`config.mk`:
```
export PLATFORM = sky130hd
export DESIGN_NAME = linkTx
export DESIGN_NICKNAME = d
export VERILOG_FILES = /design/src/rtl/linkTxPkg.sv /design/src/rtl/linkTxArb.sv /design/src/rtl/linkTxCtrl.sv /design/src/rtl/linkTxDp.sv /design/src/rtl/linkTx.sv
export SDC_FILE = /design/constraint.sdc
export NUM_CORES = 1
export LEC_CHECK = 0
export BUFFER_PORTS_ARGS = -buffer_cell sky130_fd_sc_hd__buf_4
export CAP_MARGIN = 10
export CORE_ASPECT_RATIO = 1.4
export CORE_UTILIZATION = 44
export DETAILED_ROUTE_END_ITERATION = 7
export PLACE_DENSITY = 0.77
export SLEW_MARGIN = 5
export SYNTH_ARGS = -nofsm -noshare
export SYNTH_HDL_FRONTEND = slang
export SYNTH_HIERARCHICAL = 1
export SYNTH_SLANG_ARGS = --single-unit
```
`constraint.sdc`:
```
create_clock -name clk -period 3.2 [get_ports clk]
set_input_delay 0 -clock clk [delete_from_list [all_inputs] [get_ports clk]]
set_output_delay 0 -clock clk [all_outputs]
set_load 0.01 [all_outputs]
```
`src/rtl/linkTxPkg.sv`:
```
package linkTxPkg;
  localparam int MAX_PAY_WORDS = 16;
  localparam int LEN_W = $clog2(MAX_PAY_WORDS);
  localparam int HDR_LONG_BIT = 7;
  localparam int HDR_DATA_BIT = 6;
  localparam int HDR_LEN_LSB = 8;

  typedef enum logic [1:0] {SRC_NOP, SRC_QUEUE, SRC_PRI_LO, SRC_PRI_HI} srcSel_e;
  typedef enum logic [1:0] {ST_HDR, ST_HDR2, ST_PAY, ST_INS} txState_e;

  typedef struct packed {
    srcSel_e src;
    logic    ctlBit;
    logic    loadHi;
  } dpStrobe_t;

  typedef struct packed {
    logic             isLong;
    logic             hasData;
    logic [LEN_W-1:0] lenM1;
  } hdrInfo_t;
endpackage

```
`src/rtl/linkTxArb.sv`:
```
module linkTxArb #(
  parameter int NUM_CH = 3,
  localparam int CH_W = (NUM_CH > 1) ? $clog2(NUM_CH) : 1
) (
  input  logic [NUM_CH-1:0] req,
  input  logic [CH_W-1:0]   lastIdx,
  output logic              grantValid,
  output logic [CH_W-1:0]   grantIdx
);
  // Search from farthest to nearest so the nearest requester after lastIdx wins.
  always_comb begin
    grantValid = 1'b0;
    grantIdx   = '0;
    for (int k = NUM_CH; k >= 1; k--) begin
      int idx;
      idx = (int'(lastIdx) + k) % NUM_CH;
      if (req[idx]) begin
        grantValid = 1'b1;
        grantIdx   = CH_W'(idx);
      end
    end
  end
endmodule

```
`src/rtl/linkTxCtrl.sv`:
```
module linkTxCtrl
  import linkTxPkg::*;
#(
  parameter int NUM_CH = 3,
  parameter int SEG_WORDS = 4,
  localparam int CH_W = (NUM_CH > 1) ? $clog2(NUM_CH) : 1,
  localparam int SEG_SHIFT = $clog2(SEG_WORDS),
  localparam int SEG_W = (LEN_W > SEG_SHIFT) ? (LEN_W - SEG_SHIFT) : 1
) (
  input  logic              clk,
  input  logic              rstN,
  input  logic [NUM_CH-1:0] qValid,
  input  logic              priValid,
  input  hdrInfo_t          hdr,
  output logic [NUM_CH-1:0] qReady,
  output logic              priReady,
  output logic [CH_W-1:0]   chSel,
  output dpStrobe_t         strobe
);
  txState_e         state, stateN;
  logic [CH_W-1:0]  curCh, curChN, lastCh, lastChN;
  logic             hasDataR, hasDataN, retPay, retPayN;
  logic [LEN_W-1:0] lenM1R, lenM1N, cnt, cntN, cntM1;
  logic             insUsed, insUsedN;
  logic [SEG_W-1:0] insSeg, insSegN, curSeg;
  logic             grantValid, canIns;
  logic [CH_W-1:0]  grantIdx;

  linkTxArb #(.NUM_CH(NUM_CH)) uArb (
    .req(qValid), .lastIdx(lastCh), .grantValid(grantValid), .grantIdx(grantIdx)
  );

  always_comb begin
    cntM1  = cnt - 1'b1;
    curSeg = SEG_W'(cntM1 >> SEG_SHIFT);
    canIns = (cnt != '0) && !(insUsed && (insSeg == curSeg));
    chSel  = (state == ST_HDR) ? grantIdx : curCh;
  end

  always_comb begin
    qReady   = '0;
    priReady = 1'b0;
    strobe   = '{src: SRC_NOP, ctlBit: 1'b1, loadHi: 1'b0};
    stateN   = state;
    curChN   = curCh;
    lastChN  = lastCh;
    hasDataN = hasDataR;
    lenM1N   = lenM1R;
    cntN     = cnt;
    insUsedN = insUsed;
    insSegN  = insSeg;
    retPayN  = retPay;
    unique case (state)
      ST_HDR: begin
        if (priValid) begin
          priReady = 1'b1;
          strobe   = '{src: SRC_PRI_LO, ctlBit: 1'b1, loadHi: 1'b1};
          retPayN  = 1'b0;
          stateN   = ST_INS;
        end else if (grantValid) begin
          qReady[grantIdx] = 1'b1;
          strobe   = '{src: SRC_QUEUE, ctlBit: 1'b1, loadHi: 1'b0};
          curChN   = grantIdx;
          lastChN  = grantIdx;
          hasDataN = hdr.hasData;
          lenM1N   = hdr.lenM1;
          cntN     = '0;
          insUsedN = 1'b0;
          if (hdr.isLong)       stateN = ST_HDR2;
          else if (hdr.hasData) stateN = ST_PAY;
        end
      end
      ST_HDR2: begin
        if (qValid[curCh]) begin
          qReady[curCh] = 1'b1;
          strobe = '{src: SRC_QUEUE, ctlBit: 1'b1, loadHi: 1'b0};
          stateN = hasDataR ? ST_PAY : ST_HDR;
        end
      end
      ST_PAY: begin
        if (canIns && priValid) begin
          priReady = 1'b1;
          strobe   = '{src: SRC_PRI_LO, ctlBit: 1'b1, loadHi: 1'b1};
          retPayN  = 1'b1;
          insUsedN = 1'b1;
          insSegN  = curSeg;
          stateN   = ST_INS;
        end else if (qValid[curCh]) begin
          qReady[curCh] = 1'b1;
          strobe = '{src: SRC_QUEUE, ctlBit: 1'b0, loadHi: 1'b0};
          cntN   = cnt + 1'b1;
          if (cnt == lenM1R) stateN = ST_HDR;
        end
      end
      ST_INS: begin
        strobe = '{src: SRC_PRI_HI, ctlBit: 1'b1, loadHi: 1'b0};
        stateN = retPay ? ST_PAY : ST_HDR;
      end
      default: stateN = ST_HDR;
    endcase
  end

  always_ff @(posedge clk) begin
    if (!rstN) begin
      state    <= ST_HDR;
      curCh    <= '0;
      lastCh   <= CH_W'(NUM_CH - 1);
      hasDataR <= 1'b0;
      lenM1R   <= '0;
      cnt      <= '0;
      insUsed  <= 1'b0;
      insSeg   <= '0;
      retPay   <= 1'b0;
    end else begin
      state    <= stateN;
      curCh    <= curChN;
      lastCh   <= lastChN;
      hasDataR <= hasDataN;
      lenM1R   <= lenM1N;
      cnt      <= cntN;
      insUsed  <= insUsedN;
      insSeg   <= insSegN;
      retPay   <= retPayN;
    end
  end
endmodule

```
`src/rtl/linkTxDp.sv`:
```
module linkTxDp
  import linkTxPkg::*;
#(
  parameter int NUM_CH = 3,
  parameter int WORD_W = 32,
  localparam int CH_W = (NUM_CH > 1) ? $clog2(NUM_CH) : 1
) (
  input  logic                           clk,
  input  logic                           rstN,
  input  logic [NUM_CH-1:0][WORD_W-1:0]  qWord,
  input  logic [2*WORD_W-1:0]            priCmd,
  input  logic [CH_W-1:0]                chSel,
  input  dpStrobe_t                      strobe,
  output hdrInfo_t                       hdr,
  output logic [WORD_W-1:0]              linkData,
  output logic                           linkCtl
);
  logic [WORD_W-1:0] curWord, hiHold;

  always_comb begin
    curWord     = qWord[chSel];
    hdr.isLong  = curWord[HDR_LONG_BIT];
    hdr.hasData = curWord[HDR_DATA_BIT];
    hdr.lenM1   = curWord[HDR_LEN_LSB +: LEN_W];
  end

  always_ff @(posedge clk) begin
    if (!rstN) begin
      linkData <= '0;
      linkCtl  <= 1'b1;
      hiHold   <= '0;
    end else begin
      unique case (strobe.src)
        SRC_QUEUE:  linkData <= curWord;
        SRC_PRI_LO: linkData <= priCmd[WORD_W-1:0];
        SRC_PRI_HI: linkData <= hiHold;
        default:    linkData <= '0;
      endcase
      linkCtl <= strobe.ctlBit;
      if (strobe.loadHi) hiHold <= priCmd[2*WORD_W-1:WORD_W];
    end
  end
endmodule

```
`src/rtl/linkTx.sv`:
```
module linkTx
  import linkTxPkg::*;
#(
  parameter int NUM_CH = 3,
  parameter int WORD_W = 32,
  parameter int SEG_WORDS = 4,
  localparam int CH_W = (NUM_CH > 1) ? $clog2(NUM_CH) : 1
) (
  input  logic                          clk,
  input  logic                          rstN,
  input  logic [NUM_CH-1:0]             qValid,
  input  logic [NUM_CH-1:0][WORD_W-1:0] qWord,
  output logic [NUM_CH-1:0]             qReady,
  input  logic                          priValid,
  input  logic [2*WORD_W-1:0]           priCmd,
  output logic                          priReady,
  output logic [WORD_W-1:0]             linkData,
  output logic                          linkCtl
);
  dpStrobe_t       strobe;
  hdrInfo_t        hdr;
  logic [CH_W-1:0] chSel;

  linkTxCtrl #(.NUM_CH(NUM_CH), .SEG_WORDS(SEG_WORDS)) uCtrl (
    .clk(clk), .rstN(rstN), .qValid(qValid), .priValid(priValid), .hdr(hdr),
    .qReady(qReady), .priReady(priReady), .chSel(chSel), .strobe(strobe)
  );

  linkTxDp #(.NUM_CH(NUM_CH), .WORD_W(WORD_W)) uDp (
    .clk(clk), .rstN(rstN), .qWord(qWord), .priCmd(priCmd), .chSel(chSel),
    .strobe(strobe), .hdr(hdr), .linkData(linkData), .linkCtl(linkCtl)
  );
endmodule

```
# Word-level counts from Yosys, hierarchy flattened
# Cells that the tools add are included.
totals:
  regBits: 84
  out_inout_bits: 37
classes:
  bitwise_logic: 1
  n_eq_ne: 19
  add_sub_neg: 5
  n_lt_le_gt_ge: 8
  muxes: 61
  n_reduce_logical: 15
  div: 3
ops:
  columns: ["cell", "n"]
  rows:
  - ["$lt 32x4->1 const B", 3]
  - ["$mod 32x3->32 const B", 3]
  - ["$pmux 32 s3", 1]
  - ["$bmux 32 s2", 1]
  - ["$mux 32", 1]
  - ["$mux 2", 14]
  - ["$mux 4", 6]
  - ["$mux 3", 7]
  - ["$mux 1", 18]
  - ["$pmux 4 s4", 1]
  - ["$reduce_and 5->1", 2]
  - ["$lt 2x3->1 const B", 3]
  - ["$pmux 3 s3", 1]
  - ["$bmux 1 s2", 4]
  - ["$eq 2x2->1 const B", 4]
  - ["$ne 2x1->1 const B", 4]
  - ["$pmux 2 s4", 1]
  - ["$pmux 4 s2", 1]
  - ["$add 2x2->3 const B", 2]
  - ["$ne 2x2->1 const B", 3]
  - ["$ne 3x1->1 const B", 2]
  - ["$pmux 1 s2", 3]
  - ["$reduce_and 3->1", 2]
  - ["$logic_and 1x1->1", 5]
  - ["other kinds (17)", 20]

# Logic depth before layout (Yosys ltp)
# Gate-level depths: netlist (run 1).
depth:
  depth_word: 16
  ltp_mapped: 17

# By module
# The synthesis (run 1) kept the hierarchy.
modules_own_cells:
  columns: ["module", "area_each_um2", "seq_area_each_um2", "cells_per_inst", "n_inst"]
  rows:
  - ["linkTxDp", 3540.9, 1301.2, 313, 1]
  - ["linkTxCtrl", 1092.3, 360.3, 142, 1]
  - ["linkTxArb", 245.2, 0.0, 36, 1]

# Least setup slack after synthesis (run 1)
# No wires, ideal clock.
synth_path:
  kind: "register to register"
  startpoint: "reg uCtrl.curCh[0]"
  endpoint: "reg uCtrl.state[0]"
  path_slack_ps: 150
  synth_period_minus_slack_ps: 3050
  path_stages_with_launch: 18
  arrival_time_ps: 2934
  path_cell_list: "dfxtp_1 > inv_1 > ha_1 > buf_6 > nand2b_1 > a21oi_1 > a211oi_1 > o21bai_1 > mux2_2 > buf_6 > nor2b_4 > clkbuf_8 > o2bb2ai_1 > o21ai_0 > nand2_1 > o31ai_1 > a211oi_1 > a31o_2"
synth_lines:
  columns: ["item", "line", "source"]
  rows:
  - ["start, declared", "linkTxCtrl.sv:21", "logic [CH_W-1:0] curCh, curChN, lastCh, lastChN;"]
  - ["start signal, assigned", "linkTxCtrl.sv:116", "curCh <= curChN;"]
  - ["end signal, assigned", "linkTxCtrl.sv:115", "state <= stateN;"]
  - ["end, declared", "linkTxCtrl.sv:20", "txState_e state, stateN;"]

==> results of run 1 <==
[area by class of cell]
type	count	area, um2
fill	879	3717
multi-input combinational	342	2889
timing repair buffer	252	1999
sequential	83	1662
clock buffer	11	242.7
tap	141	176.4
inverter	19	71.32
clock inverter	5	52.55
[sequential cells by signal (all words and copies together), names as in the netlist]
name / cells
uCtrl/retPay: 1
uDp/linkCtl: 1
uCtrl/cnt: 4
uCtrl/state: 2
uCtrl/insUsed: 1
uCtrl/lenM1R: 4
uCtrl/lastCh: 1
uDp/linkData: 32
uCtrl/curCh: 2
uDp/hiHold: 32
uCtrl/hasDataR: 1
uCtrl/insSeg: 2
[worst max path at each step]
stage	slack, ns	endpoint	start	cells past startpoint
final	0.19	uDp/linkData[24]$_SDFF_PN0_	uCtrl/cnt[0]$_SDFFE_PN0P_	10
after CTS	0.11	uCtrl/state[0]$_SDFFE_PN0P_	uCtrl/curCh[0]$_SDFFE_PN0P_	14
after global placement	0.29	uCtrl/state[0]$_SDFFE_PN0P_	uCtrl/curCh[0]$_SDFFE_PN0P_	14
after global routing	-0.02	uCtrl/state[0]$_SDFFE_PN0P_	uCtrl/curCh[0]$_SDFFE_PN0P_	14
after detailed placement	0.12	uCtrl/state[0]$_SDFFE_PN0P_	uCtrl/curCh[0]$_SDFFE_PN0P_	14
after floorplan	0.15	uCtrl/state[0]$_SDFFE_PN0P_	uCtrl/curCh[0]$_SDFFE_PN0P_	17
[metal layers]
layer  part of all wire  routed length, um
met5                  0                  0
met2               0.51               7737
met4              0.023                346
met3              0.059                883
met1               0.40               6056
[power by group through the flow]
stage,clock network [W],registers (W),logic [W]
4_1_cts,0.00105,0.00152,0.00308
6_report,0.00104,0.00153,0.00313
5_1_grt,0.00110,0.00156,0.00335
3_5_place_dp,0,0.00154,0.00304
3_3_place_gp,0,0.00153,0.00297
2_1_floorplan,0,0.00158,0.00204
[cells in the final DEF (no fill, tap or decap), types with 2 or more instances in the layout]
| cell type | n |
|---|---|
| a221oi_2 | 22 |
| o21ai_0 | 9 |
| clkbuf_16 | 9 |
| o32ai_1 | 2 |
| buf_4 | 217 |
| nand3b_1 | 2 |
| a21oi_1 | 26 |
| a31oi_1 | 8 |
| inv_1 | 18 |
| nor2b_1 | 34 |
| a221oi_1 | 4 |
| nand3_1 | 5 |
| o2bb2ai_2 | 5 |
| o31ai_1 | 3 |
| nor2_1 | 13 |
| dfxtp_1 | 83 |
| nand2b_1 | 5 |
| o221ai_1 | 25 |
| o211a_1 | 7 |
| xor2_1 | 4 |
| dlygate4sd3_1 | 33 |
| mux2_4 | 24 |
| a211oi_1 | 6 |
| xnor2_1 | 3 |
| mux2_2 | 5 |
| ha_1 | 6 |
| nor3b_1 | 26 |
| clkinv_2 | 3 |
| nand2_1 | 28 |
| mux2i_1 | 42 |
| o22ai_1 | 3 |
| buf_12 | 2 |
| or4_1 | 2 |
[cell families (layout without fill, tap and decap cells)]
| kind of cell | Yosys count | count (layout) | synth area share |
|---|---|---|---|
| buffers and inverters | 66 | 287 | 0.07412 |
| AND/OR/NAND/NOR | 124 | 124 | 0.1457 |
| flip-flops | 83 | 83 | 0.3406 |
| AO/OA/AOI/OAI | 133 | 133 | 0.2375 |
| multiplexers | 71 | 71 | 0.1708 |
| adder cells (fa/ha/maj) | 6 | 6 | 0.01539 |
| XOR/XNOR | 8 | 8 | 0.01590 |
[what timing repair did]
action	CTS	global route
hold endpoints to repair	33	0
hold buffers	33	0
setup endpoints to repair	0	14
gates resized for setup	0	2
[metrics by stage]
step / area [um2] / utilization / TNS, ns / power, W / cells
2_1_floorplan: 4878 / - / 0 / 0.003621 / 491
3_3_place_gp: 6457 / 0.5973 / 0 / 0.004504 / 804
3_5_place_dp: 6457 / 0.5973 / 0 / 0.004576 / 804
4_1_cts: 7083 / 0.6552 / 0 / 0.005660 / 853
5_1_grt: 7093 / 0.6561 / -0.01729 / 0.006008 / 853
6_report: 7093 / 0.6561 / 0 / 0.005692 / 853
[worst max-delay path, cell delays in order (launching register included)]
cell	delay [ns]
dfxtp_1	0.48
inv_1	0.08
ha_1	0.25
xnor2_2	0.19
mux2_4	0.33
o21ai_2	0.26
nand3_1	0.14
nand3_2	0.13
or2_2	0.46
o221ai_1	0.23
nor3b_1	0.32
==> results_tabular.tex, run 1 <==
\begin{tabular}{lr}
\hline
Metric & Value \\
\hline
\multicolumn{2}{l}{\textbf{Setup path}} \\
Element type at the critical path start & register \\
Reg2reg path depth & 10 \\
Maximum net fanout on the critical path & 25 \\
Endpoint arrival time on the critical path & 3.23 ns \\
Type of the worst setup path & register to register \\
Sort of element at the end of the critical path & register \\
WP data required & between 3 and 4 ns \\
R2r setup slk & 0.19 ns \\
Worst r2r dst & uDp/linkData[24]\$\_SDFF\_PN0\_ \\
Startpoint of the worst-slack reg-to-reg timing path & uCtrl/cnt[0]\$\_SDFFE\_PN0P\_ \\
\multicolumn{2}{l}{\textbf{Yosys}} \\
Flip-flop and latch count after synthesis & 83 \\
Largest cells by area after synthesis & dfxtp\_1 34\%, mux2i\_1 8.6\%, mux2\_4 7.1\% \\
Share of flip-flops with an asynchronous set or reset & 0 \\
Fraction of synthesized cell area taken by the top area cell type & 0.3406 \\
Number of distinct library cell variants in the gate-level netlist after synthesis & 53 \\
Mean post-synth cell area & 9.936 um2 \\
Post-Synthesis Net Count & roughly 660 \\
Count of synthesis-stage warnings from yosys & 6 \\
Area of the mapped netlist & 4878 um2 \\
Library cell with the highest instance count after synthesis & dfxtp\_1 \\
Post-synth top cells & 83 x dfxtp\_1, 42 x mux2i\_1, 34 x nor2b\_1 \\
Register area share after synthesis & 0.3406 \\
Predominant post-synthesis flop cell & dfxtp\_1 \\
Biggest area consumer among synthesized cells & dfxtp\_1 \\
Mapped Cells & 491 \\
Post-synth EDFFs & 0 \\
\multicolumn{2}{l}{\textbf{Clocking}} \\
Clock tree from TritonCTS & yes \\
Number of buffers created by CTS & 9 \\
Clk\_lat worst skew & 0.33 ns \\
CTS clock-pin slew for the worst setup and hold paths & approximately 0.06 ns \\
Cell at the root of the clock tree & clkbuf\_16 \\
H-tree levels & 3 \\
Clock net sink count & 83 \\
Number of buffers inserted to repair setup after CTS & 0 \\
Number of buffers between clock root and the deepest sink & 2 \\
\multicolumn{2}{l}{\textbf{Cells and area}} \\
\# nets final & 879 \\
Diode insertion count for antenna repair & 0 \\
Area added between synthesis and finish & 45.40\% \\
Fraction of final layout cells sized beyond drive strength 1 & 0.4228 \\
\multicolumn{2}{l}{\textbf{Die}} \\
Overall die height & 126.6 um \\
Core Area & 10810 um2 \\
Die Outline Area & 11520 um2 \\
Count of boundary I/O pins & about 200 \\
Horizontal die dimension & 90.99 um \\
Starting Density & 0.4513 \\
Num rows & 45 \\
\multicolumn{2}{l}{\textbf{Hold path}} \\
Class of the tightest hold or removal check & input port to register \\
Hold\_sp & qWord[45] \\
Cell depth of the worst hold path & 3 \\
Destination of the worst hold path & uDp/linkData[13]\$\_SDFF\_PN0\_ \\
\multicolumn{2}{l}{\textbf{Power}} \\
Flop pwr share & 0.268 \\
Cell internal pwr & 0.003430 W \\
Share of power burned in combinational logic & 0.549 \\
Share of total power in the clock network & 0.183 \\
Worst IR Drop VDD & 0.4152 mV \\
Reported leakage power & between 3 and 4 nW \\
Switching portion of total power & 0.3974 \\
Switching power total & about 0.0023 W \\
PD cells & approximately 800 nW/um2 \\
\multicolumn{2}{l}{\textbf{Routing}} \\
Antenna violation net count after detailed routing & 0 \\
Routed via count divided by cell count & approximately 5.6 \\
Via Count & 4747 \\
Routed wire length & between 15000 and 20000 um \\
Routed wirelength normalized by instance count & 17.61 um \\
Number of DRC markers after the initial detailed-route iteration & 236 \\
Drt first pass iters & 6 \\
Number of design rule violations left after detail routing & 2 \\
\multicolumn{2}{l}{\textbf{Global route}} \\
Maximum number of pins on one net before global-route repair & 72 \\
Global routing met3 resource utilization & 0.05516 \\
First-pass GRT wire length & 23690 um \\
Global routing met2 resource utilization & 0.4617 \\
Number of global-route vias before repair & 4867 \\
Number of antenna violations at the first check in global routing & 0 \\
GRT Util Overall & 0.2587 \\
Most Crowded Layer GR & met2 \\
Fraction of met1 tracks used by global routing & 0.2957 \\
Remaining global-route overflow & 0 \\
\multicolumn{2}{l}{\textbf{Timing}} \\
Time the final worst path needs with I/O delays and setup & 3.010 ns \\
Worst hold slack across all endpoints & a little over 0.01 ns \\
Tightest Pin Transition & 0.6178 ns \\
Final worst slack & between 0.15 and 0.2 ns \\
Achievable frequency & 332.2 MHz \\
Final Hold Vio Count & 0 \\
Worst relative slew slack & 0.5881 \\
Final cycle utilization of the critical path & 0.9406 \\
Worst clock skew & between 0.007 and 0.008 ns \\
Number of setup violations in the final report & 0 \\
Final Slew Violations & 0 \\
\multicolumn{2}{l}{\textbf{Placed design}} \\
HPWL after detailed placement & 10550 um \\
Number of buffer cells added on primary ports & around 200 \\
Worst slack at placement & 0.1217 ns \\
RePlAce Congestion & 0.8282 \\
\multicolumn{2}{l}{\textbf{Status}} \\
Run status & finished, violations left \\
Failing checks & design-rule violations \\
\multicolumn{2}{l}{\textbf{Run}} \\
Number of max-cap violations & 0 \\
\hline
\end{tabular}
No activity file was read; power rests on OpenSTA's default activity.
==> run 2: changes to the inputs <==
- CORE_UTILIZATION: 44 -> 30
- PLACE_DENSITY: 0.77 -> default
- clock period: 3.2 -> 2.5 ns (I/O delays scaled with it)
==> results_tabular.tex, run 2 (synthesized netlist as in run 1, its figures left out) <==
\begin{tabular}{lr}
\hline
Metric & Value \\
\hline
\multicolumn{2}{l}{\textbf{Clocking}} \\
Number of buffers between clock root and the deepest sink & 2 (unchanged) \\
CTS clock-pin slew for the worst setup and hold paths & 0.06 ns (about the same) \\
Number of buffers created by CTS & 9 (unchanged) \\
Cell at the root of the clock tree & clkbuf\_16 \\
Clock tree from TritonCTS & yes \\
Clk\_lat worst skew & 0.34 ns (about the same) \\
H-tree levels & 3 (unchanged) \\
Clock net sink count & 83 (unchanged) \\
\multicolumn{2}{l}{\textbf{Power}} \\
Share of total power in the clock network & 0.195 (+0.012) \\
PD cells & 1064 nW/um2 (+33\%) \\
Flop pwr share & 0.224 (-0.044) \\
Share of power burned in combinational logic & 0.581 (+0.032) \\
Switching power total & 0.003204 W (+42\%) \\
Reported leakage power & 3.444 nW (+12\%) \\
Switching portion of total power & 0.3751 (-0.02228) \\
Cell internal pwr & 0.005337 W (+56\%) \\
Worst IR Drop VDD & 0.4928 mV (+19\%) \\
\multicolumn{2}{l}{\textbf{Cells and area}} \\
Total area of sequential cells & 1667 um2 (+0.30\%) \\
Fraction of the core area covered by cells at the end of the flow & 0.5100 (-0.1461) \\
Final-layout fill cell count & 1436 (+63\%) \\
Area added between synthesis and finish & 64.58\% \\
Layout Cells excl Fill & 959 (+12\%) \\
Diode insertion count for antenna repair & 0 (unchanged) \\
Most frequent standard cell in the layout excluding fill and tap cells & buf\_4 \\
\# nets final & 930 (+5.8\%) \\
Highest-count cells in the layout ignoring fill and taps & 244 x buf\_4, 81 x dfxtp\_1, 46 x dlygate4sd3\_1 \\
Fraction of final layout cells sized beyond drive strength 1 & 0.4836 (+0.06086) \\
Area of the multi-input gates & 3138 um2 (+8.6\%) \\
Registers with the most flip-flops & uDp/hiHold (32), uDp/linkData (32) \\
\multicolumn{2}{l}{\textbf{Global route}} \\
Number of global-route vias before repair & 5096 (+4.7\%) \\
First-pass GRT wire length & 25430 um (+7.4\%) \\
Remaining global-route overflow & 0 (unchanged) \\
GRT Util Overall & 0.1987 (-0.06007) \\
Maximum number of pins on one net before global-route repair & 72 (unchanged) \\
Number of antenna violations at the first check in global routing & 0 (unchanged) \\
\multicolumn{2}{l}{\textbf{Hold path}} \\
Class of the tightest hold or removal check & input port to register \\
Cell depth of the worst hold path & 3 (unchanged) \\
Hold\_sp & qWord[33] \\
Destination of the worst hold path & uDp/linkData[1]\$\_SDFF\_PN0\_ \\
\multicolumn{2}{l}{\textbf{Routing}} \\
Via Count & 4804 (+1.2\%) \\
Drt first pass iters & 4 (-2) \\
Antenna violation net count after detailed routing & 0 (unchanged) \\
Routed wire length & 16670 um (+11\%) \\
Routed wirelength normalized by instance count & 17.38 um (-1.3\%) \\
Routed via count divided by cell count & 5.009 (-10\%) \\
Number of design rule violations left after detail routing & 0 (-2) \\
Number of DRC markers after the initial detailed-route iteration & 248 (+5.1\%) \\
\multicolumn{2}{l}{\textbf{Placed design}} \\
HPWL after detailed placement & 11940 um (+13\%) \\
Placed cell count & 881 (+9.6\%) \\
Number of buffer cells added on primary ports & 202 (unchanged) \\
RePlAce Congestion & 0.8198 (-1.0\%) \\
Worst slack at placement & -0.1479 ns (-0.2697 ns) \\
\multicolumn{2}{l}{\textbf{Setup path}} \\
Library cell contributing the largest single delay on the critical path & dfxtp\_4 \\
Chain of cells forming the critical path & inv\_4 > ha\_1 > buf\_4 > a21boi\_0 > a221oi\_2 > o21ai\_1 > buf\_4 > nand2\_1 > buf\_6 > or3\_1 > o41ai\_1 > buf\_4 \\
Worst path max stage delay & 0.36 ns (-0.12 ns) \\
Sort of element at the end of the critical path & primary output \\
Maximum net fanout on the critical path & 6 (-76\%) \\
Endpoint arrival time on the critical path & 2.65 ns (-0.58 ns) \\
WP data required & 2.50 ns (-0.92 ns) \\
Type of the worst setup path & register to primary output \\
Reg2reg path depth & 12 (+2) \\
Element type at the critical path start & register \\
Dominant cell type by count on the critical path & buf\_4 \\
Worst r2r dst & uCtrl/state[0]\$\_SDFFE\_PN0P\_ \\
R2r setup slk & -0.12 ns (-0.31 ns) \\
Startpoint of the worst-slack reg-to-reg timing path & uCtrl/curCh[0]\$\_SDFFE\_PN0P\_ \\
\multicolumn{2}{l}{\textbf{Status}} \\
Failing checks & negative setup slack \\
Run status & finished, violations left \\
\multicolumn{2}{l}{\textbf{Timing}} \\
Final cycle utilization of the critical path & 1.060 \\
Final Hold Vio Count & 0 (unchanged) \\
Number of setup violations in the final report & 24 (+24) \\
Worst relative slew slack & 0.5174 (-0.07076) \\
Worst clock skew & 0.006151 ns (-0.001437 ns) \\
Final Slew Violations & 0 (unchanged) \\
Tightest Pin Transition & 0.7191 ns (+0.1013 ns) \\
Final worst slack & -0.1489 ns (-0.3389 ns) \\
Time the final worst path needs with I/O delays and setup & 2.649 ns \\
Achievable frequency & 377.5 MHz \\
Setup repair after global routing missed its margin & true \\
\multicolumn{2}{l}{\textbf{Die}} \\
Num rows & 54 (+20\%) \\
Count of boundary I/O pins & 203 (unchanged) \\
Overall die height & 152.9 um (+21\%) \\
Starting Density & 0.3099 (-0.1414) \\
Die Outline Area & 16780 um2 (+46\%) \\
Horizontal die dimension & 109.8 um (+21\%) \\
Core Area & 15740 um2 (+46\%) \\
\multicolumn{2}{l}{\textbf{Run}} \\
Number of max-cap violations & 0 (unchanged) \\
\hline
\end{tabular}
==> run 2: worst max-delay path, delay by kind of cell, from the launching register on <==
kind            cells  cell delay [ns]
compound gates      4             0.57
fa+ha+maj           1             0.22
buf+inv             5             0.75
flops               1             0.36
simple gates        2             0.41
==> run 2: through the flow <==
| stage | setup TNS [ns] | hold slack, ns | total power (W) | cell area, um2 |
|---|---|---|---|---|
| 3_5_place_dp | -2.794 | 0.2659 | 0.006320 | 6809 |
| 3_3_place_gp | -0.2772 | 0.2572 | 0.006246 | 6809 |
| 5_1_grt | -4.549 | 0.009385 | 0.009048 | 8029 |
| 4_1_cts | -1.368 | 0.0005150 | 0.008283 | 7774 |
| 6_report | -1.694 | 0.01008 | 0.008541 | 8029 |
| 2_1_floorplan | -1.094 | 0.1302 | 0.004716 | 4951 |
==> run 2: how the worst max path moves through the flow <==
stage | start | endpoint | slack [ns]
6_report | uCtrl/curCh[0]$_SDFFE_PN0P_ | qReady[0] | -0.15
3_5_place_dp | uCtrl/curCh[0]$_SDFFE_PN0P_ | uDp/linkData[26]$_SDFF_PN0_ | -0.15
4_1_cts | uCtrl/curCh[0]$_SDFFE_PN0P_ | uCtrl/state[0]$_SDFFE_PN0P_ | -0.11
3_3_place_gp | uCtrl/curCh[0]$_SDFFE_PN0P_ | uCtrl/state[0]$_SDFFE_PN0P_ | -0.04
2_1_floorplan | uCtrl/curCh[0]$_SDFFE_PN0P_ | uCtrl/state[0]$_SDFFE_PN0P_ | -0.31
5_1_grt | uCtrl/curCh[0]$_SDFFE_PN0P_ | uCtrl/state[0]$_SDFFE_PN0P_ | -0.22
==> run 2: metal layers <==
metal | vias up | wire length [um] | GRT usage
li1 | 2359 | - | -
met1 | 2254 | 6402 | 0.2074
met2 | 169 | 8930 | 0.3699
met3 | 22 | 978 | 0.05416
met4 | 0 | 359 | 0.07048
met5 | - | 0 | 0
==> run 2: power groups by stage <==
stage	clock network [W]	logic [W]	registers, W
2_1_floorplan	0	0.00269	0.00203
3_3_place_gp	0	0.00431	0.00194
3_5_place_dp	0	0.00438	0.00193
4_1_cts	0.00172	0.00465	0.00192
5_1_grt	0.00177	0.00533	0.00196
6_report	0.00167	0.00496	0.00192
==> run 2: layout make-up <==
type / count / share of cell area
inverter: 19 / 0.009194
clock buffer: 10 / 0.02976
sequential: 83 / 0.2076
timing repair buffer: 303 / 0.3151
tap: 196 / 0.03054
clock inverter: 6 / 0.01699
multi-input combinational: 342 / 0.3908
==> run 2: repair_timing <==
| item | in CTS | in global routing |
|---|---|---|
| setup endpoints to repair | 35 | 36 |
| endpoints found under the hold margin | 45 | 1 |
| gates resized for setup | 10 | 31 |
| hold buffers | 45 | 1 |
| cloned | 1 | 1 |
| buffers inserted | 7 | 8 |
| pin swaps | 4 | 5 |
==> run 3: changes to the inputs <==
- BUFFER_PORTS_ARGS: -buffer_cell sky130_fd_sc_hd__buf_4 -> -buffer_cell sky130_fd_sc_hd__buf_2
==> results_tabular.tex, run 3 (synthesized netlist as in run 1, its figures left out) <==
\begin{tabular}{lr}
\hline
Metric & Value \\
\hline
\multicolumn{2}{l}{\textbf{Setup path}} \\
Sort of element at the end of the critical path & register \\
Endpoint arrival time on the critical path & 2.86 ns (+0.21 ns) \\
Element type at the critical path start & register \\
Maximum net fanout on the critical path & 8 (+2) \\
WP data required & 2.72 ns (+0.22 ns) \\
Library cell contributing the largest single delay on the critical path & dfxtp\_4 \\
Type of the worst setup path & register to register \\
CP Buf/Inv Count & 3 (-2) \\
Worst path max stage delay & 0.36 ns (about the same) \\
Chain of cells forming the critical path & inv\_4 > ha\_4 > nand2b\_4 > a21boi\_2 > o22ai\_1 > o22ai\_1 > mux2\_4 > buf\_4 > clkbuf\_16 > mux2\_4 > a221oi\_2 > nor3b\_1 \\
Cell family with the largest share of critical-path delay & multiplexers \\
\multicolumn{2}{l}{\textbf{Timing}} \\
Time the final worst path needs with I/O delays and setup & 2.637 ns (-0.01208 ns) \\
Worst clock skew & 0.006474 ns (+0.0003232 ns) \\
Achievable frequency & 379.2 MHz (+0.46\%) \\
Number of setup violations in the final report & 30 (+25\%) \\
Worst hold slack across all endpoints & 0.01342 ns (+0.003338 ns) \\
Worst relative slew slack & 0.6742 (+0.1568) \\
Final cycle utilization of the critical path & 1.055 (-0.004831) \\
Final Slew Violations & 0 (unchanged) \\
Final Hold Vio Count & 0 (unchanged) \\
Tightest Pin Transition & 0.4882 ns (-0.2310 ns) \\
Final worst slack & -0.1368 ns (+0.01208 ns) \\
Setup repair after global routing missed its margin & true \\
\multicolumn{2}{l}{\textbf{Hold path}} \\
Class of the tightest hold or removal check & input port to register \\
\multicolumn{2}{l}{\textbf{Cells and area}} \\
Highest-count cells in the layout ignoring fill and taps & 202 x buf\_2, 81 x dfxtp\_1, 47 x dlygate4sd3\_1 \\
Final Cell Area & 7497 um2 (-6.6\%) \\
Area added between synthesis and finish & 53.68\% \\
Diode insertion count for antenna repair & 0 (unchanged) \\
Most frequent standard cell in the layout excluding fill and tap cells & buf\_2 \\
Fraction of final layout cells sized beyond drive strength 1 & 0.4798 (-0.003826) \\
\# nets final & 934 (+0.43\%) \\
Layout Cells excl Fill & 963 (+0.42\%) \\
Registers with the most flip-flops & uDp/hiHold (32), uDp/linkData (32) \\
\multicolumn{2}{l}{\textbf{Placed design}} \\
RePlAce Congestion & 0.8296 (+1.2\%) \\
Placed cell count & 890 (+1.0\%) \\
Number of buffer cells added on primary ports & 202 (unchanged) \\
HPWL after detailed placement & 11960 um (+0.21\%) \\
Worst slack at placement & -0.1463 ns (+0.001677 ns) \\
Instance area at placement & 6384 um2 (-6.2\%) \\
\multicolumn{2}{l}{\textbf{Power}} \\
Reported leakage power & 3.294 nW (-4.4\%) \\
Worst IR Drop VDD & 0.4343 mV (-12\%) \\
PD cells & 1111 nW/um2 (+4.4\%) \\
Total Power & 0.008326 W (-2.5\%) \\
\multicolumn{2}{l}{\textbf{Routing}} \\
Drt first pass iters & 4 (unchanged) \\
Routed wirelength normalized by instance count & 17.47 um (+0.50\%) \\
Number of design rule violations left after detail routing & 0 (unchanged) \\
Routed wire length & 16830 um (+0.92\%) \\
Via Count & 4972 (+3.5\%) \\
Number of DRC markers after the initial detailed-route iteration & 314 (+27\%) \\
Antenna violation net count after detailed routing & 0 (unchanged) \\
Routed via count divided by cell count & 5.163 (+3.1\%) \\
\multicolumn{2}{l}{\textbf{Global route}} \\
Number of global-route vias before repair & 5174 (+1.5\%) \\
Number of antenna violations at the first check in global routing & 0 (unchanged) \\
GRT Util Overall & 0.1966 (-0.002037) \\
First-pass GRT wire length & 25450 um (about the same) \\
Maximum number of pins on one net before global-route repair & 45 (-38\%) \\
Remaining global-route overflow & 0 (unchanged) \\
\multicolumn{2}{l}{\textbf{Clocking}} \\
Cell at the root of the clock tree & clkbuf\_16 \\
CTS clock-pin slew for the worst setup and hold paths & 0.06 ns (about the same) \\
Number of buffers created by CTS & 9 (unchanged) \\
Clock net sink count & 83 (unchanged) \\
Clock tree from TritonCTS & yes \\
Number of buffers between clock root and the deepest sink & 2 (unchanged) \\
Clk\_lat worst skew & 0.35 ns (about the same) \\
H-tree levels & 3 (unchanged) \\
\multicolumn{2}{l}{\textbf{Die}} \\
Die Outline Area & 16780 um2 (unchanged) \\
Horizontal die dimension & 109.8 um (unchanged) \\
Starting Density & 0.3099 (unchanged) \\
Count of boundary I/O pins & 203 (unchanged) \\
Overall die height & 152.9 um (unchanged) \\
Core Area & 15740 um2 (unchanged) \\
Num rows & 54 (unchanged) \\
\multicolumn{2}{l}{\textbf{Run}} \\
Number of max-cap violations & 0 (unchanged) \\
\multicolumn{2}{l}{\textbf{Status}} \\
Failing checks & negative setup slack \\
Run status & finished, violations left \\
\hline
\end{tabular}
==> run 3: cell types whose count changed in the layout (fill, tap and decap cells not counted), moves of 2 or more <==
| cell | before | now |
|---|---|---|
| buf_4 | 244 | 46 |
| nor3b_1 | 21 | 24 |
| buf_6 | 4 | 2 |
| buf_2 | 0 | 202 |
| o21ai_1 | 4 | 2 |
| nor3b_2 | 5 | 2 |
==> run 3: worst min-delay path: cells and delay by family <==
kind	cells	cell delay [ns]
simple gates	1	0.18
buf+inv	1	0.08
compound gates	1	0.05
==> run 3: layer usage <==
layer	track usage	up-vias	part of all wire
li1	-	2372	-
met2	0.3705	192	0.54
met5	0	-	0
met3	0.04009	40	0.057
met1	0.2091	2368	0.38
met4	0.07111	0	0.027
==> run 3: worst paths after layout <==
kind / end / slack, ns / startpoint / cells past startpoint
max: uDp/linkData[25]$_SDFF_PN0_ / -0.14 / uCtrl/curCh[0]$_SDFFE_PN0P_ / 12
min reg2reg: uCtrl/hasDataR$_SDFFE_PN0P_ / 0.47 / uCtrl/hasDataR$_SDFFE_PN0P_ / 2
max reg2reg: uDp/linkData[25]$_SDFF_PN0_ / -0.14 / uCtrl/curCh[0]$_SDFFE_PN0P_ / 12
min: uDp/linkData[12]$_SDFF_PN0_ / 0.01 / qWord[44] / 3
==> run 3: through the flow <==
stage	util	setup TNS (ns)
3_3_place_gp	0.4055	-0.3728
3_5_place_dp	0.4055	-2.814
4_1_cts	0.4692	-1.005
5_1_grt	0.4762	-6.375
2_1_floorplan	-	-1.094
6_report	0.4762	-2.712
==> run 3: report_power, final <==
part	internal, W	switching [W]	total (W)	leakage (nW)
clock network	0.00108	0.000569	0.00165	0.173
registers	0.00173	0.000175	0.00190	0.681
logic	0.00229	0.00248	0.00477	2.44
total	0.00510	0.00322	0.00833	3.29
==> run 3: area by class of cell <==
cell class                      instances  area, um2
Clock buffer                           10      229.0
Inverter                               19      73.82
Clock inverter                          6      136.4
Multi-Input combinational cell        342       3087
Timing Repair Buffer                  307       2059
Tap cell                              196      245.2
Fill cell                            1451       8245
Sequential cell                        83       1667
==> run 3: timing repair <==
action | in CTS | in global routing
gates cloned | 1 | 2
endpoints found under the setup margin | 41 | 44
hold endpoints to repair | 45 | 0
pin swaps | 8 | 4
resized for setup | 21 | 10
setup buffers | 4 | 4
hold buffers | 47 | 0
